`src/rtl/cop_ctl_pkg.sv`:
```
package cop_ctl_pkg;
  localparam int REG_W   = 16;
  localparam int NUM_SRC = 4;

  localparam int POS_RESET    = 0;
  localparam int POS_COP_IRQ  = 1;
  localparam int POS_HALT     = 2;
  localparam int POS_AUX_BUSY = 9;
  localparam int POS_DMA_BUSY = 10;
  localparam int POS_BOOT     = 11;

  // status bit position of event source i; its mask sits one above
  function automatic int stat_pos(input int i);
    case (i)
      0:       return 3;
      1:       return 5;
      2:       return 7;
      default: return 12;
    endcase
  endfunction

  function automatic int mask_pos(input int i);
    return stat_pos(i) + 1;
  endfunction

  typedef struct packed {
    logic halt;
    logic cop_irq;
    logic boot_rom;
  } ctl_t;
endpackage

```
`src/rtl/cop_irq_cell.sv`:
```
module cop_irq_cell (
  input  logic clk,
  input  logic rst_n,
  input  logic wr,
  input  logic wr_clr,
  input  logic wr_mask,
  input  logic evt,
  output logic stat,
  output logic mask
);
  always_ff @(posedge clk or negedge rst_n) begin
    if (!rst_n) begin
      stat <= 1'b0;
      mask <= 1'b0;
    end else begin
      // an arriving event outranks a same-cycle clear
      if (evt)
        stat <= 1'b1;
      else if (wr && wr_clr)
        stat <= 1'b0;
      if (wr)
        mask <= wr_mask;
    end
  end
endmodule

```
`src/rtl/cop_ctl_bits.sv`:
```
module cop_ctl_bits
  import cop_ctl_pkg::*;
(
  input  logic clk,
  input  logic rst_n,
  input  logic wr,
  input  logic wr_halt,
  input  logic wr_cop_irq,
  input  logic wr_boot,
  input  logic wr_reset,
  output ctl_t ctl,
  output logic rst_pulse
);
  always_ff @(posedge clk or negedge rst_n) begin
    if (!rst_n) begin
      ctl       <= '0;
      rst_pulse <= 1'b0;
    end else begin
      rst_pulse <= wr && wr_reset;
      if (wr) begin
        ctl.halt     <= wr_halt;
        ctl.cop_irq  <= wr_cop_irq;
        ctl.boot_rom <= wr_boot;
      end
    end
  end
endmodule

```
`src/rtl/cop_irq_merge.sv`:
```
module cop_irq_merge #(
  parameter int N = 4
) (
  input  logic [N-1:0] stat,
  input  logic [N-1:0] mask,
  output logic         irq
);
  assign irq = |(stat & mask);
endmodule

```
`src/rtl/cop_ctl_reg.sv`:
```
module cop_ctl_reg
  import cop_ctl_pkg::*;
(
  input  logic             clk,
  input  logic             rst_n,
  input  logic             reg_wr,
  input  logic [REG_W-1:0] reg_wdata,
  output logic [REG_W-1:0] reg_rdata,
  input  logic [NUM_SRC-1:0] evt_pulse,
  input  logic             cop_dma_busy,
  input  logic             aux_dma_busy,
  output logic             host_irq,
  output logic             cop_halt,
  output logic             cop_reset,
  output logic             boot_rom,
  output logic             cop_irq
);
  logic [NUM_SRC-1:0] stat;
  logic [NUM_SRC-1:0] mask;
  ctl_t               ctl;
  logic               wdata_unused;

  assign wdata_unused = ^{reg_wdata[15:14], reg_wdata[POS_DMA_BUSY], reg_wdata[POS_AUX_BUSY]};

  for (genvar i = 0; i < NUM_SRC; i++) begin : g_src
    cop_irq_cell u_cell (
      .clk     (clk),
      .rst_n   (rst_n),
      .wr      (reg_wr),
      .wr_clr  (reg_wdata[stat_pos(i)]),
      .wr_mask (reg_wdata[mask_pos(i)]),
      .evt     (evt_pulse[i]),
      .stat    (stat[i]),
      .mask    (mask[i])
    );
  end

  cop_ctl_bits u_ctl (
    .clk        (clk),
    .rst_n      (rst_n),
    .wr         (reg_wr),
    .wr_halt    (reg_wdata[POS_HALT]),
    .wr_cop_irq (reg_wdata[POS_COP_IRQ]),
    .wr_boot    (reg_wdata[POS_BOOT]),
    .wr_reset   (reg_wdata[POS_RESET]),
    .ctl        (ctl),
    .rst_pulse  (cop_reset)
  );

  cop_irq_merge #(.N(NUM_SRC)) u_merge (
    .stat (stat),
    .mask (mask),
    .irq  (host_irq)
  );

  assign cop_halt = ctl.halt;
  assign cop_irq  = ctl.cop_irq;
  assign boot_rom = ctl.boot_rom;

  always_comb begin
    reg_rdata               = '0;
    reg_rdata[POS_COP_IRQ]  = ctl.cop_irq;
    reg_rdata[POS_HALT]     = ctl.halt;
    reg_rdata[POS_BOOT]     = ctl.boot_rom;
    reg_rdata[POS_DMA_BUSY] = cop_dma_busy;
    reg_rdata[POS_AUX_BUSY] = aux_dma_busy;
    for (int i = 0; i < NUM_SRC; i++) begin
      reg_rdata[stat_pos(i)] = stat[i];
      reg_rdata[mask_pos(i)] = mask[i];
    end
  end
endmodule

```
`config.mk`:
```
export PLATFORM = sky130hd
export DESIGN_NAME = cop_ctl_reg
export DESIGN_NICKNAME = d
export VERILOG_FILES = /design/src/rtl/cop_ctl_pkg.sv /design/src/rtl/cop_irq_cell.sv /design/src/rtl/cop_ctl_bits.sv /design/src/rtl/cop_irq_merge.sv /design/src/rtl/cop_ctl_reg.sv
export SDC_FILE = /design/constraint.sdc
export NUM_CORES = 1
export LEC_CHECK = 0
export BUFFER_PORTS_ARGS = -buffer_cell sky130_fd_sc_hd__buf_2
export CAP_MARGIN = 20
export CORE_UTILIZATION = 41
export DETAILED_ROUTE_END_ITERATION = 10
export PLACE_DENSITY = 0.93
export SYNTH_ARGS = -nofsm -noshare
export SYNTH_HDL_FRONTEND = slang
export SYNTH_SLANG_ARGS = --single-unit
```
`constraint.sdc`:
```
create_clock -name clk -period 1.25 [get_ports clk]
set_input_delay 0.125 -clock clk [delete_from_list [all_inputs] [get_ports clk]]
set_output_delay 0.125 -clock clk [all_outputs]
set_load 0.01 [all_outputs]
```
# After elaboration in Yosys (flattened, before gate mapping)
# Index checks and enable logic that the tools add are counted.
# totals
out_inout_bits	21
regBits	12
input_bits	25
wordCells	31
# op_classes
mux	8
n_reduce_logical	10
n_bitwise	1
# ops
operator	count
$mux 1	8
$reduce_bool 2->1	4
$logic_and 1x1->1	5
$and 4x4->4	1
$reduce_or 4->1	1

# Logic depth before layout (Yosys ltp)
# Gate-level depths: netlist (run 1).
# depth
ltp_word	3
mapped_depth	3
mapped_depth_nobuf	2

# Cells and area by module
# Synthesis (run 1) repeated with hierarchy kept, for this count alone.
# hier_totals
hier_cells	40
area_unflattened_um2	529.3
# by_module_without_submodules
mod	cells_each	area_per_inst_um2	seq_area_each_um2	instances
cop_irq_cell	5	76.3	50.0	4
cop_ctl_bits	8	141.4	100.1	1
cop_ctl_reg	9	63.8	0.0	1
cop_irq_merge	3	18.8	0.0	1

# Worst setup path before layout (run 1)
# OpenSTA, ideal clock, no wires.
# synth_path
kind	flip-flop to flip-flop
startpoint	register, netlist name u_ctl.ctl[0]
endpoint	register, netlist name u_ctl.ctl[0]
path_buffers	0
required_time_ns	1.125
path_slack_ns	0.458
setup_ns	0.125
period_less_slack_ns	0.792
stages_incl_launch_ff	2
t_arrival_ns	0.667
cell_sequence	dfrtp_1 -> mux2_4

# Final worst setup path (run 1)
# layout_path
startpoint	register g_src[2].u_cell.stat
endpoint	output port host_irq
# layout_via
elab_chain_len	2
# layout_lines
item	line_no	source
from (decl)	cop_irq_cell.sv:8	output logic stat,
from (signal assigned)	cop_irq_cell.sv:13	stat <= 1'b0;
from (signal assigned)	cop_irq_cell.sv:18	stat <= 1'b1;
from (signal assigned)	cop_irq_cell.sv:20	stat <= 1'b0;
$and 4x4->4	cop_irq_merge.sv:8	assign irq = |(stat & mask);
$reduce_or 4->1	cop_irq_merge.sv:8	
to (decl)	cop_ctl_reg.sv:12	output logic host_irq,
# Every way passes these cells.

==> qor.csv, run 1 <==
stage,metric,value,unit
floorplan,start_util,45.3,%
sta,min_period,1.21,ns
clocking,numClockSinks,12,
synth,synth_xor_area_share,0,%
clocking,cts_tree,done,
power_and_ir_drop,ir_drop,0.000884,V
setup_path,required,1.12,ns
setup_path,timing.rr.start,g_src[2].u_cell.mask$_DFFE_PN0P_,
sta,post-route-period-util,96.4,%
min_path,min_path_cells,2,
synth,synth_area_per_cell,12.3,sq um
global_routing,grt_max_degree,13,
route,vias,400,
placed_design,dpl.hpwl,720,um
floorplan,die_y,40.4,um
floorplan,rows,13,
clocking,path_clk_slew,0.07,ns
placed_design,gp_congestion,0.603,
sta,slew_violations,0,
layout,final_common_cell,buf_2,
synth,synth_compound_area_share,7.45,%
synth,yosys.area_share.adder,0,%
layout,fillers,125,
route,dr.pass1.iters,2,
sta,rsz0062_at_grt,true,
synth,ys_types,10,
layout,diodes,0,
layout,seqCellArea,300,sq um
min_path,hp-class,primary input to flip-flop,
route,via_per_inst,4.49,
clocking,cts_root_buf,clkbuf_4,
synth,synth-seq-cells,12,
sta,hold_ws,0.0291,ns
sta,fmax,0.830,GHz
layout,mostFrequentLayoutCells,"34 x buf_2, 12 x dfrtp_1, 5 x nand2_1, 5 x mux2_4, 4 x a21o_1",
sta,setup_violations,0,
global_routing,grt_pass1_wl,1.40,mm
floorplan,core_area,1330,sq um
synth,synth_top_family_by_area,buffers and inverters,
global_routing,first_global_vias,363,
global_routing,antenna_found_initial,0,
power_and_ir_drop,p_leak,0.000389,uW
route,wl_per_cell,11.6,um
floorplan,die-area,1630,sq um
layout,num-nets-final,100,
min_path,worstHoldEndpoint,g_src[0].u_cell.stat$_DFFE_PN0P_,
global_routing,overflow,0,
global_routing,grt_usage,13.8,%
outcome,outcome,"complete, no violations",
floorplan,die_x,40.4,um
placed_design,port_buffers,34,
min_path,min_from,evt_pulse[0],
synth,yosysSeqAreaShare,49.7,%
synth,yosysWarnings,0,
route,ant_nets,0,
synth,netlist_instances,49,
clocking,cts_buffer_depth,2,
clocking,cts_made_buffers,3,
setup_path,r2r_setup_slack,0.45,ns
synth,synthSimpleGateAreaFrac,4.35,%
route,drtIter0Drc,2,
power_and_ir_drop,power_density,1270,nW/um^2
setup_path,crit_path_max_fanout,3,
layout,multi_input_area,185,sq um
setup_path,rr_endpoint,g_src[2].u_cell.mask$_DFFE_PN0P_,
setup_path,end_kind,output pin,
clocking,insertion_delay,0.27,ns
setup_path,crit_type,flip-flop to output pin,
setup_path,crit_arrival,1.08,ns
sta,hold_viol,0,
layout,utilization,54.6,%
flow_run,drv_cap,0,
setup_path,rr_worst_depth,1,
synth,syn_area,604,sq um
route,drc,0,
layout,drive_gt1_share,64.9,%
route,routed_wl,1.03,mm
setup_path,crit_path_start_kind,flip-flop,
floorplan,io_pins,46,
synth,muxShareOfSynthArea,16.1,%
sta,skew,0,ns
clocking,htreeDepth,1,
layout,syn_to_final_growth,20.5,%
-- critical path, stage by stage (launching register included) --
cell	delay [ns]
dfrtp_1	0.40
a22oi_2	0.18
nand2_1	0.08
buf_2	0.15
-- kinds of logic (layout without fill, tap and decap cells) --
kind of cell           count (synthesis)  count (layout)
buffers and inverters                 17              40
flip-flops                            12              12
multiplexers                           7               7
AO/OA/AOI/OAI                          6               6
AND/OR/NAND/NOR                        6               6
other                                  1               3
-- repair_timing --
| action | 4_1_cts | 5_1_grt |
|---|---|---|
| gates resized for setup | 0 | 1 |
| setup endpoints to repair | 0 | 1 |
| hold endpoints to repair | 12 | 0 |
| hold buffers | 1 | 0 |
| buffers inserted | 0 | 1 |
-- synthesized netlist by cell type --
cell type   n  area, sq um
mux2_4      5         75.1
a22oi_1     2         15.0
mux2_2      2         22.5
conb_1      1         3.75
dfrtp_1    12          300
buf_6       1         11.3
a21o_1      4         30.0
nand2_1     5         18.8
buf_4      16          120
and2_2      1         7.51
-- routing by layer --
metal / share of wire [%] / track usage (%) / vias to the layer above
met2: 49 / 27.8 / 25
met1: 40 / 11.0 / 182
met3: 10 / 6.67 / 0
met4: 0 / 5.00 / 0
met5: 0 / 0 / -
li1: - / - / 193
-- stage by stage --
stage | total power [uW] | setup WS (ns) | instances | setup TNS [ns] | area, sq um
after detailed placement | 623 | 0.342 | 83 | 0 | 669
final | 926 | 0.0448 | 89 | 0 | 728
after CTS | 940 | 0.000409 | 88 | 0 | 716
after global placement | 616 | 0.361 | 83 | 0 | 669
after floorplan | 594 | 0.458 | 51 | 0 | 612
after global routing | 994 | -0.0234 | 89 | -0.0234 | 728
-- state kept, by name (all words and copies together), names as in the netlist --
name	flops
g_src.u_cell.mask	4
g_src.u_cell.stat	4
u_ctl.ctl	3
u_ctl.rst_pulse	1
-- cell type report --
cell class                      count  share of cell area (%)
Timing Repair Buffer               36                    25.8
Multi-Input combinational cell     22                    25.4
Clock buffer                        4                    4.98
Sequential cell                    12                    41.2
Tap cell                           15                    2.58
-- how the worst max path moves through the flow --
stage,slack [ns],depth (start not counted),end,from
after floorplan,0.46,1,u_ctl.ctl[0]$_DFFE_PN0P_,u_ctl.ctl[0]$_DFFE_PN0P_
after global placement,0.36,3,host_irq,g_src[2].u_cell.stat$_DFFE_PN0P_
after detailed placement,0.34,3,host_irq,g_src[2].u_cell.stat$_DFFE_PN0P_
after CTS,0.0004,3,host_irq,g_src[2].u_cell.stat$_DFFE_PN0P_
after global routing,-0.02,3,host_irq,g_src[2].u_cell.stat$_DFFE_PN0P_
final,0.04,3,host_irq,g_src[2].u_cell.stat$_DFFE_PN0P_
-- power by group --
group          leakage, uW  internal (uW)  switching, uW  total (uW)
logic             0.000233           97.6           79.4         177
registers         0.000135            421           24.7         446
clock network    0.0000210            177            126         303
Power figures use the tool's default switching activity.
==> inputs of run 2 (changes only) <==
--- a/config.mk
+++ b/config.mk
@@ -9,7 +9,7 @@
 export CAP_MARGIN = 20
 export CORE_UTILIZATION = 41
 export DETAILED_ROUTE_END_ITERATION = 10
-export PLACE_DENSITY = 0.93
+export PLACE_DENSITY = 0.83
 export SYNTH_ARGS = -nofsm -noshare
 export SYNTH_HDL_FRONTEND = slang
 export SYNTH_SLANG_ARGS = --single-unit
==> qor.csv, run 2 (synthesis gave the netlist of run 1 again) <==
stage,metric,value,unit,change
outcome,outcome,"complete, no violations",,
sta,slew_violations,0,,unchanged
route,ant_nets,0,,unchanged
floorplan,die_y,40.4,um,unchanged
sta,hold_viol,0,,unchanged
clocking,cts_root_buf,clkbuf_4,,
route,wl_met1,437,um,+5.3%
setup_path,path_depth,3,,unchanged
setup_path,crit_path_start_kind,flip-flop,,
layout,multi_input_area,180,sq um,-2.7%
clocking,htreeDepth,1,,unchanged
flow_run,drv_cap,0,,unchanged
floorplan,die_x,40.4,um,unchanged
layout,final_common_cell,buf_2,,
power_and_ir_drop,power_density,1270,nW/um^2,-0.11%
setup_path,crit_arrival,1.05,ns,-0.03 ns
route,top_layer_used,met3,,
sta,post-route-period-util,94.0,%,-2.4 points
route,via_per_inst,4.38,,-2.5%
route,routed_wl,1.04,mm,+0.19%
layout,syn_to_final_growth,19.7,%,
floorplan,die-area,1630,sq um,unchanged
floorplan,rows,13,,unchanged
clocking,cts_buffer_depth,2,,unchanged
setup_path,critPathTopFamily,flip-flops,,
route,wl_per_cell,11.6,um,+0.19%
setup_path,critPathMaxStageDelay,0.41,ns,about the same
min_path,hp-class,primary input to flip-flop,,
route,drc,0,,unchanged
clocking,path_clk_slew,0.07,ns,about the same
layout,num-nets-final,100,,unchanged
layout,seqCellArea,300,sq um,unchanged
min_path,min_path_cells,2,,unchanged
power_and_ir_drop,internal_power,694,uW,-0.22%
global_routing,grt_pass1_wl,1.24,mm,-11%
setup_path,crit_chain,"a22oi_1, nand2_1, buf_2",,
layout,reg_top3,"g_src.u_cell.mask x4, g_src.u_cell.stat x4, u_ctl.ctl x3",,
layout,drive_gt1_share,63.5,%,-1.4 points
setup_path,r2r_setup_slack,0.45,ns,about the same
clocking,insertion_delay,0.26,ns,about the same
floorplan,core_area,1330,sq um,unchanged
setup_path,end_kind,output pin,,
sta,min_period,1.17,ns,-0.0306 ns
placed_design,port_buffers,34,,unchanged
setup_path,slowest_stage,dfrtp_1,,
sta,rsz0062_at_grt,false,,
setup_path,crit_path_max_fanout,3,,unchanged
route,wl_met3,74,um,-30%
global_routing,grt_max_degree,13,,unchanged
layout,fillers,124,,-0.80%
sta,skew,0,ns,unchanged
floorplan,io_pins,46,,unchanged
clocking,cts_tree,done,,
power_and_ir_drop,pwr-share-comb,19.0,%,about the same
sta,fmax,0.851,GHz,+2.6%
layout,mostFrequentLayoutCells,"34 x buf_2, 12 x dfrtp_1, 5 x nand2_1, 5 x mux2_4, 4 x a21o_1",,
sta,setup_violations,0,,unchanged
route,dr.pass1.iters,2,,unchanged
layout,utilization,54.2,%,-0.38 points
route,drtIter0Drc,1,,-1
global_routing,antenna_found_initial,0,,unchanged
layout,diodes,0,,unchanged
power_and_ir_drop,p_clk_share,32.6,%,about the same
placed_design,dpl.hpwl,775,um,+7.6%
global_routing,overflow,0,,unchanged
power_and_ir_drop,switching_power,224,uW,-2.5%
power_and_ir_drop,sw_frac_of_total,24.4,%,-0.43 points
power_and_ir_drop,p_leak,0.000388,uW,about the same
clocking,cts_made_buffers,3,,unchanged
route,vias,390,,-2.5%
power_and_ir_drop,power.total,918,uW,-0.80%
setup_path,crit_type,flip-flop to output pin,,
setup_path,rr_worst_depth,1,,unchanged
global_routing,grt_usage,12.6,%,-1.3 points
sta,tns,0,ns,unchanged
setup_path,crit_buf_inv,1,,unchanged
global_routing,first_global_vias,298,,-18%
setup_path,required,1.12,ns,about the same
power_and_ir_drop,ir_drop,0.000733,V,-17%
clocking,numClockSinks,12,,unchanged
route,met2_length,523,um,+2.5%
floorplan,start_util,45.3,%,unchanged
placed_design,gp_congestion,0.546,,-9.5%
sta,hold_ws,0.0308,ns,+0.00169 ns
power_and_ir_drop,seqPwrFrac,48.4,%,+0.3 points
## run 2: power groups by stage
stage | clock (uW) | combinational, uW | sequential, uW
6_report | 300 | 174 | 444
5_1_grt | 332 | 195 | 449
4_1_cts | 316 | 174 | 445
3_5_place_dp | 0 | 171 | 452
3_3_place_gp | 0 | 167 | 449
2_1_floorplan | 0 | 140 | 454
## run 2: layer usage
metal | vias up | GRT usage, %
met4 | 0 | 7.50
met5 | - | 0
met1 | 178 | 14.5
met3 | 0 | 3.33
met2 | 21 | 20.6
li1 | 191 | -
## run 2: area by class of cell
cell class	count	share of cell area, %
sequential	12	41.5
clock buffer	4	5.02
tap	15	2.60
multi-input combinational	22	24.9
timing repair buffer	36	26.0
## run 2: metrics by stage
step	setup WS (ns)	std cells	area, sq um
6_report	0.0754	89	723
5_1_grt	0.0112	89	723
4_1_cts	0.0471	88	716
3_5_place_dp	0.339	83	669
3_3_place_gp	0.353	83	669
2_1_floorplan	0.458	51	612
## run 2: repair_timing
| action | CTS | global route |
|---|---|---|
| hold buffers | 1 | 0 |
| endpoints found under the hold margin | 12 | 0 |
| buffers inserted | 0 | 1 |
| resized for setup | 0 | 0 |
| setup endpoints to repair | 0 | 1 |
## run 2: final timing paths
kind | start | end
min reg2reg | g_src[0].u_cell.stat$_DFFE_PN0P_ | g_src[0].u_cell.stat$_DFFE_PN0P_
max | g_src[2].u_cell.mask$_DFFE_PN0P_ | host_irq
max in group asynchronous | rst_n | g_src[1].u_cell.mask$_DFFE_PN0P_
min in group asynchronous | rst_n | g_src[2].u_cell.mask$_DFFE_PN0P_
max reg2reg | g_src[2].u_cell.mask$_DFFE_PN0P_ | g_src[2].u_cell.mask$_DFFE_PN0P_
min | evt_pulse[3] | g_src[3].u_cell.stat$_DFFE_PN0P_
